## config.mk

```make
export PLATFORM = sky130hd
export DESIGN_NAME = tcrc_top
export DESIGN_NICKNAME = d
export VERILOG_FILES = /design/src/rtl/tcrc_pkg.sv /design/src/rtl/tcrc_regs.sv /design/src/rtl/tcrc_fsm.sv /design/src/rtl/tcrc_eval.sv /design/src/rtl/tcrc_top.sv
export SDC_FILE = /design/constraint.sdc
export NUM_CORES = 1
export LEC_CHECK = 0
export ABC_CLOCK_PERIOD_IN_PS = 2300
export BUFFER_PORTS_ARGS = -buffer_cell sky130_fd_sc_hd__clkbuf_2
export CORE_UTILIZATION = 32
export DETAILED_ROUTE_END_ITERATION = 7
export SLEW_MARGIN = 15
export SYNTH_ARGS = -nofsm -noshare
export SYNTH_HDL_FRONTEND = slang
export SYNTH_HIERARCHICAL = 1
export SYNTH_SLANG_ARGS = --single-unit
```

## constraint.sdc

```tcl
create_clock -name clk -period 2.3 [get_ports clk]
set_input_delay 0.23 -clock clk [delete_from_list [all_inputs] [get_ports clk]]
set_output_delay 0.23 -clock clk [all_outputs]
set_load 0.02 [all_outputs]
```

## src/rtl/tcrc_pkg.sv

```systemverilog
package tcrc_pkg;

    typedef enum logic [1:0] {
        FLD_HALT  = 2'd0,
        FLD_ACT   = 2'd1,
        FLD_DYN   = 2'd2,
        FLD_COUNT = 2'd3
    } tcrc_field_e;

    typedef enum logic {
        UPD_IDLE  = 1'b0,
        UPD_ARMED = 1'b1
    } tcrc_upd_e;

endpackage

```

## src/rtl/tcrc_regs.sv

```systemverilog
module tcrc_regs #(
    parameter int NUM_TC = 4,
    parameter int TCW    = 2
) (
    input  logic              clk,
    input  logic              rst_n,
    input  logic              wr_en,
    input  logic [1:0]        wr_field,
    input  logic [TCW-1:0]    wr_tc,
    input  logic [TCW-1:0]    wr_data,
    output logic [NUM_TC-1:0] halt_nx,
    output logic [NUM_TC-1:0] act_nx,
    output logic [NUM_TC-1:0] dyn_q,
    output logic [TCW-1:0]    cnt_nx,
    output logic [TCW-1:0]    cnt_q
);
    import tcrc_pkg::*;

    localparam logic [TCW-1:0]    TC_MAX   = TCW'(NUM_TC - 1);
    localparam logic [NUM_TC-1:0] ACT_RST  = NUM_TC'(1);
    localparam logic [NUM_TC-1:0] DYN_RST  = ~NUM_TC'(1);

    logic [NUM_TC-1:0] halt_q, act_q;
    logic [NUM_TC-1:0] dyn_nx;
    tcrc_field_e       fld;
    logic              tc_ok;

    assign fld   = tcrc_field_e'(wr_field);
    assign tc_ok = (32'(wr_tc) < NUM_TC);

    always_comb begin
        halt_nx = halt_q;
        act_nx  = act_q;
        dyn_nx  = dyn_q;
        cnt_nx  = cnt_q;
        if (wr_en) begin
            unique case (fld)
                FLD_HALT:  if (tc_ok) halt_nx[wr_tc] = wr_data[0];
                FLD_ACT:   if (tc_ok) act_nx[wr_tc]  = wr_data[0];
                FLD_DYN:   if (tc_ok) dyn_nx[wr_tc]  = wr_data[0];
                FLD_COUNT: cnt_nx = (wr_data > TC_MAX) ? TC_MAX : wr_data;
                default:   cnt_nx = cnt_q;
            endcase
        end
    end

    always_ff @(posedge clk or negedge rst_n) begin
        if (!rst_n) begin
            halt_q <= '0;
            act_q  <= ACT_RST;
            dyn_q  <= DYN_RST;
            cnt_q  <= TC_MAX;
        end else begin
            halt_q <= halt_nx;
            act_q  <= act_nx;
            dyn_q  <= dyn_nx;
            cnt_q  <= cnt_nx;
        end
    end


    cnt_range_chk: assert property (@(posedge clk) disable iff (!rst_n)
        cnt_q <= TC_MAX);

endmodule

```

## src/rtl/tcrc_fsm.sv

```systemverilog
module tcrc_fsm (
    input  logic clk,
    input  logic rst_n,
    input  logic wr_en,
    output logic eval_fire
);
    import tcrc_pkg::*;

    tcrc_upd_e state_q, state_d;

    always_ff @(posedge clk or negedge rst_n) begin
        if (!rst_n) state_q <= UPD_IDLE;
        else        state_q <= state_d;
    end

    always_comb begin
        state_d = state_q;
        unique case (state_q)
            UPD_IDLE:  state_d = wr_en ? UPD_ARMED : UPD_IDLE;
            UPD_ARMED: state_d = UPD_IDLE;
            default:   state_d = UPD_IDLE;
        endcase
    end

    always_comb begin
        eval_fire = (state_q == UPD_ARMED);
    end


    armed_entry_chk: assert property (@(posedge clk) disable iff (!rst_n)
        (state_q == UPD_ARMED) |-> ($past(wr_en) && $past(state_q) == UPD_IDLE));


    armed_single_chk: assert property (@(posedge clk) disable iff (!rst_n)
        (state_q == UPD_ARMED) |=> (state_q == UPD_IDLE));

endmodule

```

## src/rtl/tcrc_eval.sv

```systemverilog
module tcrc_eval #(
    parameter int NUM_TC = 4,
    parameter int TCW    = 2
) (
    input  logic              clk,
    input  logic              rst_n,
    input  logic              eval_fire,
    input  logic [NUM_TC-1:0] halt_nx,
    input  logic [NUM_TC-1:0] act_nx,
    input  logic [TCW-1:0]    cnt_nx,
    output logic [NUM_TC-1:0] running,
    output logic [NUM_TC-1:0] halt_pulse,
    output logic [NUM_TC-1:0] resume_pulse
);

    for (genvar i = 0; i < NUM_TC; i++) begin : g_tc
        localparam logic RST_RUN = (i == 0);
        logic in_scope, want;

        assign in_scope = (TCW'(i) <= cnt_nx);
        assign want     = ~halt_nx[i] & act_nx[i];

        always_ff @(posedge clk or negedge rst_n) begin
            if (!rst_n) begin
                running[i]      <= RST_RUN;
                halt_pulse[i]   <= 1'b0;
                resume_pulse[i] <= 1'b0;
            end else begin
                halt_pulse[i]   <= 1'b0;
                resume_pulse[i] <= 1'b0;
                if (eval_fire && in_scope) begin
                    running[i]      <= want;
                    halt_pulse[i]   <= running[i] & ~want;
                    resume_pulse[i] <= ~running[i] & want;
                end
            end
        end


        halt_edge_chk: assert property (@(posedge clk) disable iff (!rst_n)
            halt_pulse[i] |-> (!running[i] && $past(running[i])));


        resume_edge_chk: assert property (@(posedge clk) disable iff (!rst_n)
            resume_pulse[i] |-> (running[i] && !$past(running[i])));


        run_hold_chk: assert property (@(posedge clk) disable iff (!rst_n)
            !$past(eval_fire) |-> $stable(running[i]));
    end

endmodule

```

## src/rtl/tcrc_top.sv

```systemverilog
module tcrc_top #(
    parameter int NUM_TC  = 4,
    parameter int NUM_VPE = 2,
    parameter int TCW     = (NUM_TC > 1) ? $clog2(NUM_TC) : 1,
    parameter int VPW     = (NUM_VPE > 1) ? $clog2(NUM_VPE) : 1
) (
    input  logic                  clk,
    input  logic                  rst_n,
    input  logic                  wr_en,
    input  logic [1:0]            wr_field,
    input  logic [TCW-1:0]        wr_tc,
    input  logic [TCW-1:0]        wr_data,
    output logic [NUM_TC-1:0]     tc_running,
    output logic [NUM_TC-1:0]     tc_halt_pulse,
    output logic [NUM_TC-1:0]     tc_resume_pulse,
    output logic [TCW-1:0]        cfg_tc_max,
    output logic [VPW-1:0]        cfg_vpe_max,
    output logic                  cfg_tc_alloc,
    output logic                  vpe_master,
    output logic [NUM_TC*TCW-1:0] tc_bind_id,
    output logic [NUM_TC-1:0]     tc_dyn_alloc
);

    logic [NUM_TC-1:0] halt_nx, act_nx;
    logic [TCW-1:0]    cnt_nx;
    logic              eval_fire;

    tcrc_regs #(.NUM_TC(NUM_TC), .TCW(TCW)) u_regs (
        .clk      (clk),
        .rst_n    (rst_n),
        .wr_en    (wr_en),
        .wr_field (wr_field),
        .wr_tc    (wr_tc),
        .wr_data  (wr_data),
        .halt_nx  (halt_nx),
        .act_nx   (act_nx),
        .dyn_q    (tc_dyn_alloc),
        .cnt_nx   (cnt_nx),
        .cnt_q    (cfg_tc_max)
    );

    tcrc_fsm u_fsm (
        .clk       (clk),
        .rst_n     (rst_n),
        .wr_en     (wr_en),
        .eval_fire (eval_fire)
    );

    tcrc_eval #(.NUM_TC(NUM_TC), .TCW(TCW)) u_eval (
        .clk          (clk),
        .rst_n        (rst_n),
        .eval_fire    (eval_fire),
        .halt_nx      (halt_nx),
        .act_nx       (act_nx),
        .cnt_nx       (cnt_nx),
        .running      (tc_running),
        .halt_pulse   (tc_halt_pulse),
        .resume_pulse (tc_resume_pulse)
    );

    assign cfg_vpe_max  = VPW'(NUM_VPE - 1);
    assign cfg_tc_alloc = 1'b1;
    assign vpe_master   = 1'b1;

    for (genvar i = 0; i < NUM_TC; i++) begin : g_bind
        assign tc_bind_id[i*TCW +: TCW] = TCW'(i);
    end


    pulse_exclusive_chk: assert property (@(posedge clk) disable iff (!rst_n)
        (tc_halt_pulse & tc_resume_pulse) == '0);


    pulse_after_write_chk: assert property (@(posedge clk) disable iff (!rst_n)
        ((tc_halt_pulse | tc_resume_pulse) != '0) |-> $past(wr_en, 2) || $past(wr_en));

endmodule

```

Yosys cells after proc, flatten, opt, wreduce, memory -nomap -nowiden --
Index checks and enable logic that the tools add are counted.
Cells by class: magnitude comparators 7, reductions and logical operators 7, bitwise operators 25, mux-type cells 22, eq/ne operators 3
Operators with widths (number):
- 4-bit two-way mux | 4
- 1-bit inverter | 13
- 1-bit AND | 12
- 4-bit bitwise mux | 3
- 1-bit two-way mux | 10
- 2-bit two-way mux | 3
- 1-bit logical AND | 5
- 2-bit == test, second input constant | 2
- 1-bit by 2-bit less-or-equal comparator with 1-bit output, first input constant | 2
- 2-bit less-or-equal comparator, first input constant | 2
- 2-bit by 3-bit < comparator with 1-bit output, second input constant | 1
- 1-bit demux with 2-bit select | 1
- 2-bit by 1-bit == test with 1-bit output, second input constant | 1
- 2-bit by 1-bit >= comparator with 1-bit output, second input constant | 1
- 2-bit greater-than comparator, second input constant | 1
- 2-bit zero test | 1
- 1-bit one-hot mux with 2 select lines | 1
- 2-bit AND reduction | 1
Storage, ports and cells: output and inout bits 29, register bits after elaboration 27, input port bits 9

Longest topological paths before layout --
word-level depth 12, mapped depth 5, mapped depth without buffers 5

Hierarchy --
The synthesis kept the hierarchy.
By module, submodules not included:
- tcrc_regs | area each 651.9 µm², cells each 49, instances 1, sequential area each 357.8 µm²
- tcrc_eval | area each 460.4 µm², cells each 33, instances 1, sequential area each 301.5 µm²
- tcrc_top | area each 90.1 µm², cells each 13, instances 1, sequential area each 0.0 µm²
- tcrc_fsm | area each 38.8 µm², cells each 2, instances 1, sequential area each 25.0 µm²

Worst setup path after synthesis --
Ideal clock, no wire load.
path type input -> register, start input wr_field[1], end register u_eval.running[3], setup slack 0.906 ns, setup time 0.125 ns, data arrival time 1.269 ns, stages on the path 5, data required time 2.175 ns, cell sequence nand3b_1 -> nor2_1 -> mux2_2 -> nor2b_1 -> mux2_4
On the way: elaborated cells on any way between the ends 13
RTL lines:
- from (decl) | RTL line tcrc_top.sv:10 | input logic [1:0] wr_field,
- 2-bit by 1-bit == test with 1-bit output | RTL line tcrc_regs.sv:37 | unique case (fld)
- 4-bit two-way mux | RTL line tcrc_regs.sv:37
- 4-bit two-way mux | RTL line tcrc_regs.sv:36 | if (wr_en) begin
- via act_nx[3] | RTL line tcrc_top.sv:24 | logic [NUM_TC-1:0] halt_nx, act_nx;
- 1-bit AND | RTL line tcrc_eval.sv:21 | assign want = ~halt_nx[i] & act_nx[i];
- to (signal, indexed assignment) | RTL line tcrc_eval.sv:32 | running[i] <= want;
- to (decl) | RTL line tcrc_eval.sv:11 | output logic [NUM_TC-1:0] running,
The timed path passes the listed nets, and every way through them passes these cells. A chain may end at the register's enable or synchronous reset.

Worst setup path in the final report --
start register u_regs.cnt_q[1], end register u_eval.running[1]
On the way: word-level cells in the longest chain between the ends 4
RTL lines:
- from (decl) | RTL line tcrc_regs.sv:15 | output logic [TCW-1:0] cnt_q
- from (signal assigned) | RTL line tcrc_regs.sv:57 | cnt_q <= cnt_nx;
- 2-bit two-way mux | RTL line tcrc_regs.sv:37
- 2-bit two-way mux * | RTL line tcrc_regs.sv:36
- via cnt_nx[1] | RTL line tcrc_top.sv:25 | logic [TCW-1:0] cnt_nx;
- 1-bit by 2-bit less-or-equal comparator with 1-bit output * | RTL line tcrc_eval.sv:20 | assign in_scope = (TCW'(i) <= cnt_nx);
- 1-bit logical AND * | RTL line tcrc_eval.sv:31 | if (eval_fire && in_scope) begin
Mark *: on every way through the listed nets, which the timed path passes. The rest lies on a longest branch.

==> summary.txt <==
STA
  • RSZ-0062 raised after global routing: no
  • Worst setup margin: 937 ps
  • Final Setup Violations: 0
  • Fin Clk Skew: 1.55 ps
  • Slew HR: 0.578
  • Setup_tns: 0 ps
  • Final Max Tran Viols: 0
  • Final Cycle Share: 0.593
  • Final worst path period need: 1360 ps
  • Hold Vio Cnt, Final: 0
  • Least-Margin Pin Slew: 633 ps
  • Max Fclk: 734 MHz
  • Worst Hold Margin: 243 ps

Yosys
  • Cell Area, Synth: 1240 sq um
  • #FFs+latches synth: 27
  • Synth Flop Type: dfrtp_1
  • Avg Inst Size Synth: 12.8 sq um
  • Synth top area share: 0.403
  • Yosys Warn Count: 6
  • Top post-synthesis cells by count: dfrtp_1, buf_4, mux2_2
  • Asr flop ratio synth: 1.00
  • Post-synth top area cell: dfrtp_1
  • Area contributors post-synth: dfrtp_1, dfstp_2, mux2_2
  • Post-synth EDFFs: 0
  • Post-Syn Instances: 97
  • Seq/Total Area, Yosys: 0.551
  • Yosys cell types: 22
  • Most common cell in the synthesized netlist: dfrtp_1

Placement
  • DP Worst Slack: 683 ps
  • Dpl hpwl: 1.45 mm
  • Routability congestion estimate: 0.826
  • Port Buffers: 26

Cells and area
  • Area added between synthesis and finish: 15.6%
  • Final nets: 135
  • Finished Core Util: 0.389
  • FILL cells: 384
  • Diode count: 0
  • Share of cells above drive strength 1: 0.472

Clocking
  • Setup Buffers After CTS: 0
  • CTS Hold Bufs: 1
  • Post-CTS sizing: 0
  • Worst skew pair latency: 270 ps
  • Clock Path Buffers: 2
  • CTS tree: done
  • Root buffer cell: clkbuf_8
  • Num CTS Buffers: 3
  • Clock sink total: 27
  • Clock slew at reported path FFs: 90 ps
  • Depth of the CTS H-tree: 1

Drt
  • Detailed Route WL: 1.96 mm
  • DR vias: 751
  • First drt pass iteration count: 2
  • ANT nets after route: 0
  • Drt initial violations: 8
  • Drc violations: 0
  • Vias per inst: 4.34
  • Routed WL per cell: 11.3 um

Critical path
  • Reg-to-reg startpoint: u_regs/cnt_q[1]
  • Arrival time at the worst endpoint: 1520 ps
  • Worst path required time: 2460 ps
  • Type of the worst setup path: register to register
  • Setup crit end kind: register
  • Critical path startpoint category: register
  • Worst setup startpoint: u_regs/cnt_q[1]
  • Crit path max fanout: 4

Run status
  • Outcome: finished, final reports clean

Power
  • VDD IR max: 0.000351 V
  • Sw frac: 0.314
  • Internal: 0.859 mW
  • Flop pwr share: 0.512
  • PwrDens: 871 nW/um^2
  • Clk pwr share: 0.210
  • LEAKAGE: 0.688 nW
  • P_sw: 0.392 mW
  • Comb pwr share: 0.277

GRT
  • Largest net degree at the start of global routing: 28
  • Initial antenna violation count: 0
  • First-pass GRT wire length: 3.44 mm
  • Met3 Track Usage GR: 0.0214
  • Total gr overflow: 0
  • Met1 usage in global routing: 0.139
  • Grt peak-use layer: met2
  • Vias in the first global route: 788
  • Tot GR Track Use: 0.108
  • Routing usage on met2: 0.175

Die
  • Rows: 22
  • # IOs: 38
  • Die W: 64.3 um
  • DIE AREA: 4130 sq um
  • Die H: 64.3 um
  • Initial Utilization: 0.336
  • Core box area: 3690 sq um

Hold path
  • HP Start: wr_en
  • Hold Crit Class: primary input to register

Flow run
  • Maxcap violations: 0
## final timing paths
kind	end	slack [ps]	cells after the start
min reg2reg	u_eval/resume_pulse[2]	470	1
max in group asynchronous	u_regs/halt_q[3]	1380	2
min in group asynchronous	u_eval/halt_pulse[2]	510	2
max reg2reg	u_eval/running[1]	940	3
max	u_eval/running[1]	940	3
min	u_fsm/eval_fire	240	2
## per-stage QoR
| stage | cells | instance area, sq um | power [mW] |
|---|---|---|---|
| after floorplan | 106 | 1270 | 0.899 |
| after global placement | 168 | 1380 | 0.987 |
| after detailed placement | 168 | 1380 | 1.00 |
| after CTS | 173 | 1440 | 1.27 |
| after global routing | 173 | 1440 | 1.32 |
| final | 173 | 1440 | 1.25 |
## logic make-up after synthesis
| logic type | count (synthesis) | synth area share |
|---|---|---|
| other | 2 | 0.00605 |
| DFF | 27 | 0.551 |
| muxes | 18 | 0.176 |
| buffers and inverters | 14 | 0.0756 |
| AOI/OAI and AO/OA | 1 | 0.00706 |
| and+or+nand+nor | 35 | 0.183 |
## power by group through the flow
stage	Sequential, mW	Clock [mW]	Combinational, mW
detailed placement	0.652	0	0.348
global route	0.655	0.293	0.376
floorplan	0.718	0	0.182
finish	0.641	0.263	0.347
global placement	0.644	0	0.342
CTS	0.644	0.276	0.351
## registers in the layout, summed over array words and instances, names as in the netlist
| name | flops |
|---|---|
| u_regs/cnt_q | 2 |
| u_fsm/eval_fire | 1 |
| u_regs/dyn_q | 4 |
| u_eval/halt_pulse | 4 |
| u_eval/running | 4 |
| u_regs/halt_q | 4 |
| u_regs/act_q | 4 |
| u_eval/resume_pulse | 4 |
## worst max-delay path, cell delays in order, from the launching register on
cell and delay, ps:
dfstp_2 380, mux2_2 300, o21ai_2 210, mux2_2 360
## per-layer routing
metal  vias up  part of all wire
met5         -                 0
met4         0            0.0097
met3         2             0.041
met2        25              0.48
met1       366              0.46
li1        358                 -
## area by class of cell
class,count,area (sq um),area share
clock buffer,3,41.3,0.0288
timing repair buffer,27,140,0.0976
tap,48,60.1,0.0418
inverter,2,7.51,0.00523
sequential,27,684,0.477
multi-input combinational,65,497,0.346
clock inverter,1,5.00,0.00349
## cells in the final DEF (no fill, tap or decap), types with 2 or more instances in the layout
master | netlist | final
nor2b_1 | 2 | 2
nand2_1 | 3 | 3
nand3_2 | 2 | 2
inv_1 | 2 | 2
nor3b_1 | 6 | 6
nand3b_1 | 2 | 2
mux2_2 | 11 | 11
clkbuf_8 | 0 | 3
dfrtp_1 | 20 | 20
conb_1 | 2 | 11
nand2b_1 | 6 | 6
dfstp_2 | 7 | 7
mux2i_1 | 2 | 2
nor2_1 | 7 | 7
mux2_4 | 5 | 5
clkbuf_2 | 0 | 26
nor3_1 | 3 | 3
(Power assumes the default switching activity.)
